==> src/rtl/streamer_pkg.sv <==
package streamer_pkg;
  // strobes from the sequencer to the datapath
  typedef struct packed {
    logic addrClear;   // restart the read address at zero
    logic loadByte;    // capture memory data into the shifter, advance address
    logic shiftBit;    // move the shifter on by one bit time
  } ctrlStrobes_t;
endpackage

==> src/rtl/streamer_datapath.sv <==
module streamer_datapath
  import streamer_pkg::*;
#(
  parameter int DATA_W      = 8,
  parameter int FRAME_BYTES = 256,
  parameter int ADDR_W      = $clog2(FRAME_BYTES)
) (
  input  logic              clk,
  input  logic              rstN,
  input  ctrlStrobes_t      strobes,
  input  logic [DATA_W-1:0] memData,
  output logic [ADDR_W-1:0] memAddr,
  output logic              sendingLast,
  output logic              txLine
);
  localparam int SHIFT_W = DATA_W + 2;
  localparam logic [ADDR_W-1:0] LAST_ADDR = ADDR_W'(FRAME_BYTES - 1);

  logic [SHIFT_W-1:0] shiftReg;

  always_ff @(posedge clk or negedge rstN) begin
    if (!rstN) begin
      shiftReg    <= '1;
      memAddr     <= '0;
      sendingLast <= 1'b0;
    end else begin
      if (strobes.addrClear) begin
        memAddr     <= '0;
        sendingLast <= 1'b0;
      end
      if (strobes.loadByte) begin
        shiftReg <= {1'b1, memData, 1'b0};
        if (memAddr == LAST_ADDR) sendingLast <= 1'b1;
        else                      memAddr     <= memAddr + 1'b1;
      end else if (strobes.shiftBit) begin
        shiftReg <= {1'b1, shiftReg[SHIFT_W-1:1]};
      end
    end
  end

  assign txLine = shiftReg[0];
endmodule

==> src/rtl/streamer_ctrl.sv <==
module streamer_ctrl
  import streamer_pkg::*;
#(
  parameter int BIT_CYCLES = 1085,
  parameter int CHAR_BITS  = 10
) (
  input  logic         clk,
  input  logic         rstN,
  input  logic         frameReady,
  input  logic         sendingLast,
  output logic         busy,
  output ctrlStrobes_t strobes
);
  localparam int BAUD_W = $clog2(BIT_CYCLES + 1);
  localparam int BITC_W = $clog2(CHAR_BITS + 1);

  typedef enum logic [1:0] {ST_IDLE, ST_PRIME, ST_SEND} state_t;

  state_t              state;
  logic                primeDone;
  logic [BAUD_W-1:0]   baudCnt;
  logic [BITC_W-1:0]   bitCnt;
  logic                bitEnd;
  logic                charEnd;

  assign bitEnd  = (state == ST_SEND) && (baudCnt == BAUD_W'(BIT_CYCLES - 1));
  assign charEnd = bitEnd && (bitCnt == BITC_W'(CHAR_BITS - 1));

  always_comb begin
    strobes = '0;
    strobes.addrClear = (state == ST_IDLE) && frameReady;
    strobes.loadByte  = ((state == ST_PRIME) && primeDone) || (charEnd && !sendingLast);
    strobes.shiftBit  = bitEnd && !(charEnd && !sendingLast);
  end

  always_ff @(posedge clk or negedge rstN) begin
    if (!rstN) begin
      state     <= ST_IDLE;
      primeDone <= 1'b0;
      baudCnt   <= '0;
      bitCnt    <= '0;
    end else begin
      case (state)
        ST_IDLE: begin
          if (frameReady) begin
            state     <= ST_PRIME;
            primeDone <= 1'b0;
          end
        end
        ST_PRIME: begin
          primeDone <= 1'b1;
          if (primeDone) begin
            state   <= ST_SEND;
            baudCnt <= '0;
            bitCnt  <= '0;
          end
        end
        ST_SEND: begin
          if (bitEnd) begin
            baudCnt <= '0;
            if (charEnd) begin
              bitCnt <= '0;
              if (sendingLast) state <= ST_IDLE;
            end else begin
              bitCnt <= bitCnt + 1'b1;
            end
          end else begin
            baudCnt <= baudCnt + 1'b1;
          end
        end
        default: state <= ST_IDLE;
      endcase
    end
  end

  assign busy = (state != ST_IDLE);
endmodule

==> src/rtl/frame_uart_streamer.sv <==
module frame_uart_streamer
  import streamer_pkg::*;
#(
  parameter int CLK_HZ      = 125_000_000,
  parameter int BAUD        = 115_200,
  parameter int FRAME_BYTES = 256,
  parameter int DATA_W      = 8
) (
  input  logic                           clk,
  input  logic                           rstN,
  input  logic                           frameReady,
  output logic [$clog2(FRAME_BYTES)-1:0] memAddr,
  input  logic [DATA_W-1:0]              memData,
  output logic                           busy,
  output logic                           txLine
);
  localparam int BIT_CYCLES = (CLK_HZ + BAUD / 2) / BAUD;
  localparam int ADDR_W     = $clog2(FRAME_BYTES);
  localparam int CHAR_BITS  = DATA_W + 2;

  ctrlStrobes_t strobes;
  logic         sendingLast;

  streamer_ctrl #(
    .BIT_CYCLES(BIT_CYCLES),
    .CHAR_BITS (CHAR_BITS)
  ) i_ctrl (
    .clk        (clk),
    .rstN       (rstN),
    .frameReady (frameReady),
    .sendingLast(sendingLast),
    .busy       (busy),
    .strobes    (strobes)
  );

  streamer_datapath #(
    .DATA_W     (DATA_W),
    .FRAME_BYTES(FRAME_BYTES),
    .ADDR_W     (ADDR_W)
  ) i_datapath (
    .clk        (clk),
    .rstN       (rstN),
    .strobes    (strobes),
    .memData    (memData),
    .memAddr    (memAddr),
    .sendingLast(sendingLast),
    .txLine     (txLine)
  );
endmodule

==> config.mk <==
export PLATFORM = sky130hd
export DESIGN_NAME = frame_uart_streamer
export DESIGN_NICKNAME = d
export VERILOG_FILES = /design/src/rtl/streamer_pkg.sv /design/src/rtl/streamer_datapath.sv /design/src/rtl/streamer_ctrl.sv /design/src/rtl/frame_uart_streamer.sv
export SDC_FILE = /design/constraint.sdc
export NUM_CORES = 1
export LEC_CHECK = 0
export CAP_MARGIN = 20
export CORE_ASPECT_RATIO = 0.7
export CORE_MARGIN = 2
export CORE_UTILIZATION = 30
export CTS_CLUSTER_SIZE = 16
export DETAILED_ROUTE_END_ITERATION = 7
export SYNTH_ARGS = -nofsm -noshare
export SYNTH_HDL_FRONTEND = slang
export SYNTH_HIERARCHICAL = 1
export SYNTH_SLANG_ARGS = --single-unit
==> constraint.sdc <==
create_clock -name clk -period 3.99 [get_ports clk]
set_input_delay 0.9975 -clock clk [delete_from_list [all_inputs] [get_ports clk]]
set_output_delay 0.9975 -clock clk [all_outputs]
set_load 0.02 [all_outputs]
Word level (Yosys, flattened, before mapping)
Cells that the tools add are included.
{"block": "totals", "regBits": 37, "elab_cells": 61, "inputBits": 11, "out_inout_bits": 10}
{"block": "op_classes", "n_addsub": 3, "n_mux": 23, "eq_ne": 10, "reduce_logical": 18}
{"op": "$mux W8", "count": 3}
{"op": "$mux W11", "count": 2}
{"op": "$pmux W11 S2", "count": 1}
{"op": "$mux W10", "count": 2}
{"op": "$mux W4", "count": 3}
{"op": "$add A11 B1 Y11 const B", "count": 1}
{"op": "$eq A11 B11 Y1 const B", "count": 1}
{"op": "$mux W2", "count": 5}
{"op": "$add A8 B1 Y8 const B", "count": 1}
{"op": "$eq A8 B8 Y1 const B", "count": 1}
{"op": "$ne A2 B1 Y1 const B", "count": 4}
{"op": "$pmux W4 S2", "count": 1}
{"op": "$reduce_bool A2 Y1", "count": 4}
{"op": "$logic_and A1 B1 Y1", "count": 6}
{"op": "$pmux W2 S3", "count": 1}
{"op": "$reduce_and A5 Y1", "count": 1}
{"op": "$add A4 B1 Y4 const B", "count": 1}
{"op": "$eq A4 B4 Y1 const B", "count": 1}
{"op": "$mux W1", "count": 4}
{"op": "$reduce_and A2 Y1", "count": 2}
{"op": "$reduce_and A3 Y1", "count": 1}
{"op": "$eq A2 B1 Y1 const B", "count": 1}
{"op": "$eq A2 B2 Y1 const B", "count": 1}
{"op": "$logic_not A1 Y1", "count": 2}
{"op": "other kinds (4)", "count": 4}

Logic depth before layout (Yosys ltp)
Gate-level depths: netlist of run 1.
{"block": "depth", "ltp_word": 8, "depth_mapped": 9, "ltp_nobuf": 9}

By module
Netlist of run 1, hierarchy kept.
{"mod": "streamer_ctrl", "cells_per_inst": 114, "area_per_inst_um2": 1053.5, "n_inst": 1, "seq_area_each_um2": 450.4}
{"mod": "streamer_datapath", "cells_per_inst": 91, "area_per_inst_um2": 924.6, "n_inst": 1, "seq_area_each_um2": 461.7}

Worst setup path before layout of run 1
Ideal clock, no wire load.
{"block": "synth_timing", "path_type": "register to register", "from": "reg i_ctrl.baudCnt[8]", "to": "reg i_datapath.memAddr[5]", "synth_period_minus_slack_ps": 2300, "required_ps": 3914, "n_path_buf": 0, "stages_incl_launch_ff": 8, "setup_time_ps": 76, "slack_ps": 1690, "arrival_ps": 2223, "cell_sequence": "dfrtp_1 nor4_4 nand4_4 o31ai_1 inv_1 nor3_1 a2bb2oi_2 o21ai_1"}
{"item": "start, declared", "line": "streamer_ctrl.sv:21", "text": "logic [BAUD_W-1:0] baudCnt;"}
{"item": "start signal, assigned", "line": "streamer_ctrl.sv:68", "text": "baudCnt <= baudCnt + 1'b1;"}
{"item": "end signal, assigned", "line": "streamer_datapath.sv:34", "text": "else memAddr <= memAddr + 1'b1;"}
{"item": "end, declared", "line": "streamer_datapath.sv:12", "text": "output logic [ADDR_W-1:0] memAddr,"}

Worst setup path after layout of run 1
{"block": "layout_timing", "from": "reg i_ctrl.state[1]", "to": "out busy"}
{"block": "layout_between", "elab_chain_cells": 1}
{"item": "start, declared", "line": "streamer_ctrl.sv:19", "text": "state_t state;"}
{"item": "start signal, assigned", "line": "streamer_ctrl.sv:38", "text": "state <= ST_IDLE;"}
{"item": "start signal, assigned", "line": "streamer_ctrl.sv:46", "text": "state <= ST_PRIME;"}
{"item": "start signal, assigned", "line": "streamer_ctrl.sv:53", "text": "state <= ST_SEND;"}
{"item": "$reduce_bool A2 Y1", "line": "streamer_ctrl.sv:76", "text": "assign busy = (state != ST_IDLE);"}
{"item": "end, declared", "line": "frame_uart_streamer.sv:14", "text": "output logic busy,"}
No other way between the ends.

==> results.toml, run 1 <==
[run_status]
outcome = "finished clean"

[die]
die_height_um = 71.9
start_util = 0.314
ios = 21
row_count = 24
fp.dieArea_mm2 = 0.00727
core_mm2 = 0.00631
fp.dieW_um = 101

[synth]
synth.avg_cell_area_um2 = 9.65
syn_area_mm2 = 0.00198
ys_ff_latch = 36
synth_top_area_frac = 0.342
yosysSeqAreaShare = 0.461
netlist-cell-type-count = 44
ys.flop_type = "dfrtp_1"
synth-warning-count = 6
synth.area.top_cells = "dfrtp_1 34%, dfstp_2 12%, mux2i_1 5.1%"
synth_nets = 221
syn_inst = 205
synth_edf_count = 0
synth_top_area_cell = "dfrtp_1"
synthArstFlopShare = 1.00

[global_routing]
grt_antenna_before_repair = 0
grt_overflow = 0
grt_max_degree = 37
grt_usage = 0.122
grt_pass1_wl_mm = 7.05
first_global_vias = 1457

[layout]
fin_util = 0.375
drive_above_1_share = 0.126
final_cell_mix = "27 x dfrtp_1, 23 x nand2_1, 20 x clkdlybuf4s50_1"
ff_latch_area_um2 = 912
num-nets-final = 245
multi_input_area_mm2 = 0.00101
syn_to_final_growth_pct = 19.5
antennaDiodeCount = 0
final_cells = 308
fillers = 634
final_common_cell = "dfrtp_1"
stdcell_area_mm2 = 0.00236

[drt]
wl_met2_mm = 1.69
drc = 0
met3_length_um = 126
dr_total_vias = 1547
ant_nets = 0
vias_per_cell = 5.02
highest_layer = "met4"
wl_met1_mm = 2.19
drt_first_iter_violations = 107
dr.pass1.iters = 4
post_drt_wl_per_cell_um = 13.1
routed_wl_mm = 4.05

[timing]
timing.final.crit_period_ns = 2.60
setup_viol = 0
clock_skew_ns = 0.00829
max_slew_margin = 0.417
drv_slew = 0
tightest_slew_ns = 0.871
fin_crit_sh = 0.653
finalHoldViolCount = 0
max_freq_mhz = 384
rsz0062_at_grt = "false"
fin_tns_setup_ns = 0

[clock_network]
clock_latency_ns = 0.28
cts_max_level = 2
cts-resized-gates = 0
cts.clk_slew.worst_paths_ns = 0.07
cts_inserted_buffers = 5
postCtsSetupBuffers = 0
clock-sinks = 36
clockRootBuffer = "clkbuf_8"
clk_path_buf_depth = 2
ctsHoldBuffers = 0
cts_tree = "yes"

[job]
cap_viol_max_count = 0

[power_and_ir_drop]
p_leak_nw = 0.946
power.density_mw_per_mm2 = 533
ir_worst_vdd_mv = 0.317

[worst_setup_path]
path_delay_family = "buffers and inverters"
cp_data_required_time_ns = 2.99
critPathCaptureType = "output pin"
cp.arrival_ns = 1.61
critPathMaxStageDelay_ns = 0.54
cp_max_fo = 8
r2r-start = "i_ctrl/baudCnt[8]"
critPathBufInv = 1
critical_path_class = "reg2out"
worstSetupStartpoint = "i_ctrl/state[1]"
cp-start-kind = "flip-flop"
crit_path_cell_trace = "or2_2 -> clkdlybuf4s50_1"
cpMaxStageDelayCell = "clkdlybuf4s50_1"

[placement]
placed_area_mm2 = 0.00228
portBuffers = 20
post-dp-hpwl_mm = 2.86
dp.cells = 300
gp_congestion = 0.780

[min_path]
hp-class = "reg2reg"
min_from = "i_ctrl/primeDone"
## registers in the layout, summed over array words and instances, names as in the netlist
register / count
i_datapath/shiftReg: 9
i_datapath/sendingLast: 1
i_datapath/memAddr: 8
i_ctrl/bitCnt: 4
i_ctrl/state: 2
i_ctrl/baudCnt: 11
i_ctrl/primeDone: 1
## layer usage
layer | vias to the layer above | GRT usage
li1 | 791 | -
met5 | - | 0
met3 | 2 | 0.0270
met1 | 728 | 0.184
met4 | 0 | 0.0405
met2 | 26 | 0.172
## synthesized netlist by cell type (all sizes together) (4+ instances only)
cell,n
mux2i,10
o21ai,26
dfrtp,27
nand2,24
dfstp,9
nor2,13
buf,4
ha,5
a21oi,8
nand4,5
inv,11
or3,5
nand3,18
o31ai,4
## per-stage QoR
stage	hold WS [ns]	power (mW)	setup WS, ns
2_1_floorplan	0.458	0.868	1.69
3_3_place_gp	0.508	1.01	1.71
3_5_place_dp	0.495	1.02	1.70
4_1_cts	0.522	1.28	1.37
5_1_grt	0.558	1.36	1.32
6_report	0.517	1.26	1.39
## worst register-to-register path, delay by kind of cell (launching register included)
family                 cells  cell delay [ns]
flip-flops                 1             0.42
buffers and inverters      1             0.22
AND/OR/NAND/NOR            3             0.94
AO/OA/AOI/OAI              3             0.62
## final cells by class
cell class	count	share of cell area
multi-input combinational	152	0.427
sequential	36	0.386
timing repair buffer	23	0.0942
tap	78	0.0413
clock buffer	7	0.0323
inverter	11	0.0175
clock inverter	1	0.00212
## final timing paths
check                                              end  slack, ns  cells past startpoint
worst min-delay path                   i_ctrl/state[0]       0.52                      1
worst max register to register   i_datapath/memAddr[5]       1.72                      7
worst max-delay path                              busy       1.39                      2
worst min register to register         i_ctrl/state[0]       0.52                      1
min in group asynchronous            i_ctrl/baudCnt[2]       1.13                      2
max in group asynchronous       i_datapath/shiftReg[2]       2.49                      2
## report_power, final
group | internal, mW | switching [mW] | leakage (nW)
registers | 0.483 | 0.0912 | 0.461
clock network | 0.123 | 0.125 | 0.0422
logic | 0.183 | 0.256 | 0.443
total | 0.788 | 0.472 | 0.946
## cell families after synthesis
| group | count (synthesis) | share of synthesized area |
|---|---|---|
| buffers and inverters | 17 | 0.0361 |
| AO/OA/AOI/OAI | 51 | 0.167 |
| flip-flops | 36 | 0.461 |
| adder cells (fa/ha/maj) | 5 | 0.0316 |
| multiplexers | 10 | 0.0506 |
| AND/OR/NAND/NOR | 81 | 0.232 |
| XOR/XNOR | 5 | 0.0221 |
Power figures use the tool's default switching activity.
==> run 2: changes to the inputs <==
==> constraint.sdc (replaced) <==
create_clock -name clk -period 2.3 [get_ports clk]
set_input_delay 0.575 -clock clk [delete_from_list [all_inputs] [get_ports clk]]
set_output_delay 0.575 -clock clk [all_outputs]
set_load 0.02 [all_outputs]
==> results.toml, run 2 (synthesis results as in run 1) <==
[clock_network]
cts.clk_slew.worst_paths_ns = 0.07
cts-resized-gates = 0
postCtsSetupBuffers = 0
clock-sinks = 36
clockRootBuffer = "clkbuf_8"
cts_max_level = 2
ctsHoldBuffers = 0
clock_latency_ns = 0.28
cts_inserted_buffers = 5
cts_tree = "yes"
clk_path_buf_depth = 2

[global_routing]
grt_antenna_before_repair = 0
first_global_vias = 1474
busiest_layer = "met1"
grt_util_met1 = 0.184
grt_pass1_wl_mm = 7.19
grt_usage = 0.124
met3_usage = 0.0337
grt_util_met2 = 0.178
grt_overflow = 0
grt_max_degree = 37

[layout]
largest_register_ffs = 11
reg.largest.list = "i_ctrl/baudCnt: 11 flops, i_datapath/shiftReg: 9 flops, i_datapath/memAddr: 8 flops"
antennaDiodeCount = 0
syn_to_final_growth_pct = 20.8
drive_above_1_share = 0.142
top_register = "i_ctrl/baudCnt"
fillers = 635
final_common_cell = "dfrtp_1"
final_cell_mix = "27 x dfrtp_1, 23 x nand2_1, 20 x clkdlybuf4s50_1"
num-nets-final = 249

[worst_setup_path]
cp_max_fo = 8
cp_data_required_time_ns = 1.73
cp-start-kind = "flip-flop"
rrSetupSlack_ns = 0.26
critical_path_class = "reg2out"
timing.rr.end = "i_datapath/memAddr[5]"
cp.arrival_ns = 1.62
r2r-start = "i_ctrl/baudCnt[8]"
reg2reg_depth = 7
critPathCaptureType = "output pin"

[timing]
setup_viol = 0
fin_tns_setup_ns = 0
fin_crit_sh = 0.953
timing.hold.ws_ns = 0.504
rsz0062_at_grt = "false"
drv_slew = 0
max_slew_margin = 0.703
clock_skew_ns = 0.00448
tightest_slew_ns = 0.446
timing.final.crit_period_ns = 2.19
finalHoldViolCount = 0
max_freq_mhz = 456

[die]
ios = 21
fp.dieW_um = 101
row_count = 24
die_height_um = 71.9
start_util = 0.314
fp.dieArea_mm2 = 0.00727
core_mm2 = 0.00631

[power_and_ir_drop]
pwr-share-comb = 0.352
pwr-share-clk = 0.192
sw_frac_of_total = 0.373
ir_worst_vdd_mv = 0.500
p_leak_nw = 0.964
power.density_mw_per_mm2 = 915
p_seq_frac = 0.455
power_report.internal_total_mw = 1.37
p_sw_mw = 0.816

[drt]
ant_nets = 0
vias_per_cell = 5.14
drc = 0
post_drt_wl_per_cell_um = 13.0
drt_first_iter_violations = 79
routed_wl_mm = 4.03
dr.pass1.iters = 4
dr_total_vias = 1598

[placement]
portBuffers = 20
post-dp-hpwl_mm = 2.89
gp_congestion = 0.780

[run_status]
outcome = "finished clean"

[min_path]
holdPathEnd = "i_ctrl/state[0]"
hold_depth = 1
hp-class = "reg2reg"
min_from = "i_ctrl/primeDone"

[job]
cap_viol_max_count = 0
==> run 2: through the flow <==
| step | instances | power, mW | instance area (um^2) | setup slack, ns | util |
|---|---|---|---|---|---|
| 2_1_floorplan | 205 | 1.51 | 1980 | 0.000161 | - |
| 3_3_place_gp | 304 | 1.77 | 2310 | 0.323 | 0.367 |
| 3_5_place_dp | 304 | 1.78 | 2310 | 0.248 | 0.367 |
| 4_1_cts | 311 | 2.21 | 2390 | 0.0948 | 0.379 |
| 5_1_grt | 311 | 2.38 | 2390 | 0.0452 | 0.379 |
| 6_report | 311 | 2.19 | 2390 | 0.108 | 0.379 |
==> run 2: power by group through the flow <==
stage / combinational [mW] / sequential, mW / clock, mW
after floorplan: 0.504 / 1.00 / 0
after global placement: 0.767 / 1.00 / 0
after detailed placement: 0.773 / 1.01 / 0
after CTS: 0.778 / 0.996 / 0.441
after global routing: 0.884 / 1.03 / 0.468
final: 0.771 / 0.996 / 0.421
==> run 2: cell type report <==
type / instances / area, um^2 / share of cell area
flip-flops and latches: 36 / 912 / 0.382
well taps: 78 / 97.6 / 0.0408
clock inverters: 1 / 5.00 / 0.00209
clock buffers: 6 / 72.6 / 0.0304
inverters: 11 / 41.3 / 0.0173
multi-input cells: 152 / 1010 / 0.422
repair buffers: 27 / 253 / 0.106
==> run 2: routing by layer <==
| layer | wire length [um] | share of wire |
|---|---|---|
| met1 | 2090 | 0.52 |
| met2 | 1640 | 0.41 |
| met3 | 251 | 0.062 |
| met4 | 51 | 0.013 |
| met5 | 0 | 0 |
==> run 2: worst max path at each step <==
stage	slack [ns]	startpoint	to
6_report	0.11	i_ctrl/state[1]	busy
5_1_grt	0.05	i_ctrl/state[1]	busy
4_1_cts	0.09	i_ctrl/state[1]	busy
3_5_place_dp	0.25	i_ctrl/baudCnt[8]	i_datapath/memAddr[4]
3_3_place_gp	0.32	i_ctrl/baudCnt[8]	i_datapath/memAddr[5]
2_1_floorplan	0.0002	i_ctrl/baudCnt[8]	i_datapath/memAddr[5]
==> run 2: critical path: stages (launching register included) <==
cell,delay [ns]
dfrtp_1,0.47
or2_2,0.32
clkdlybuf4s50_1,0.54
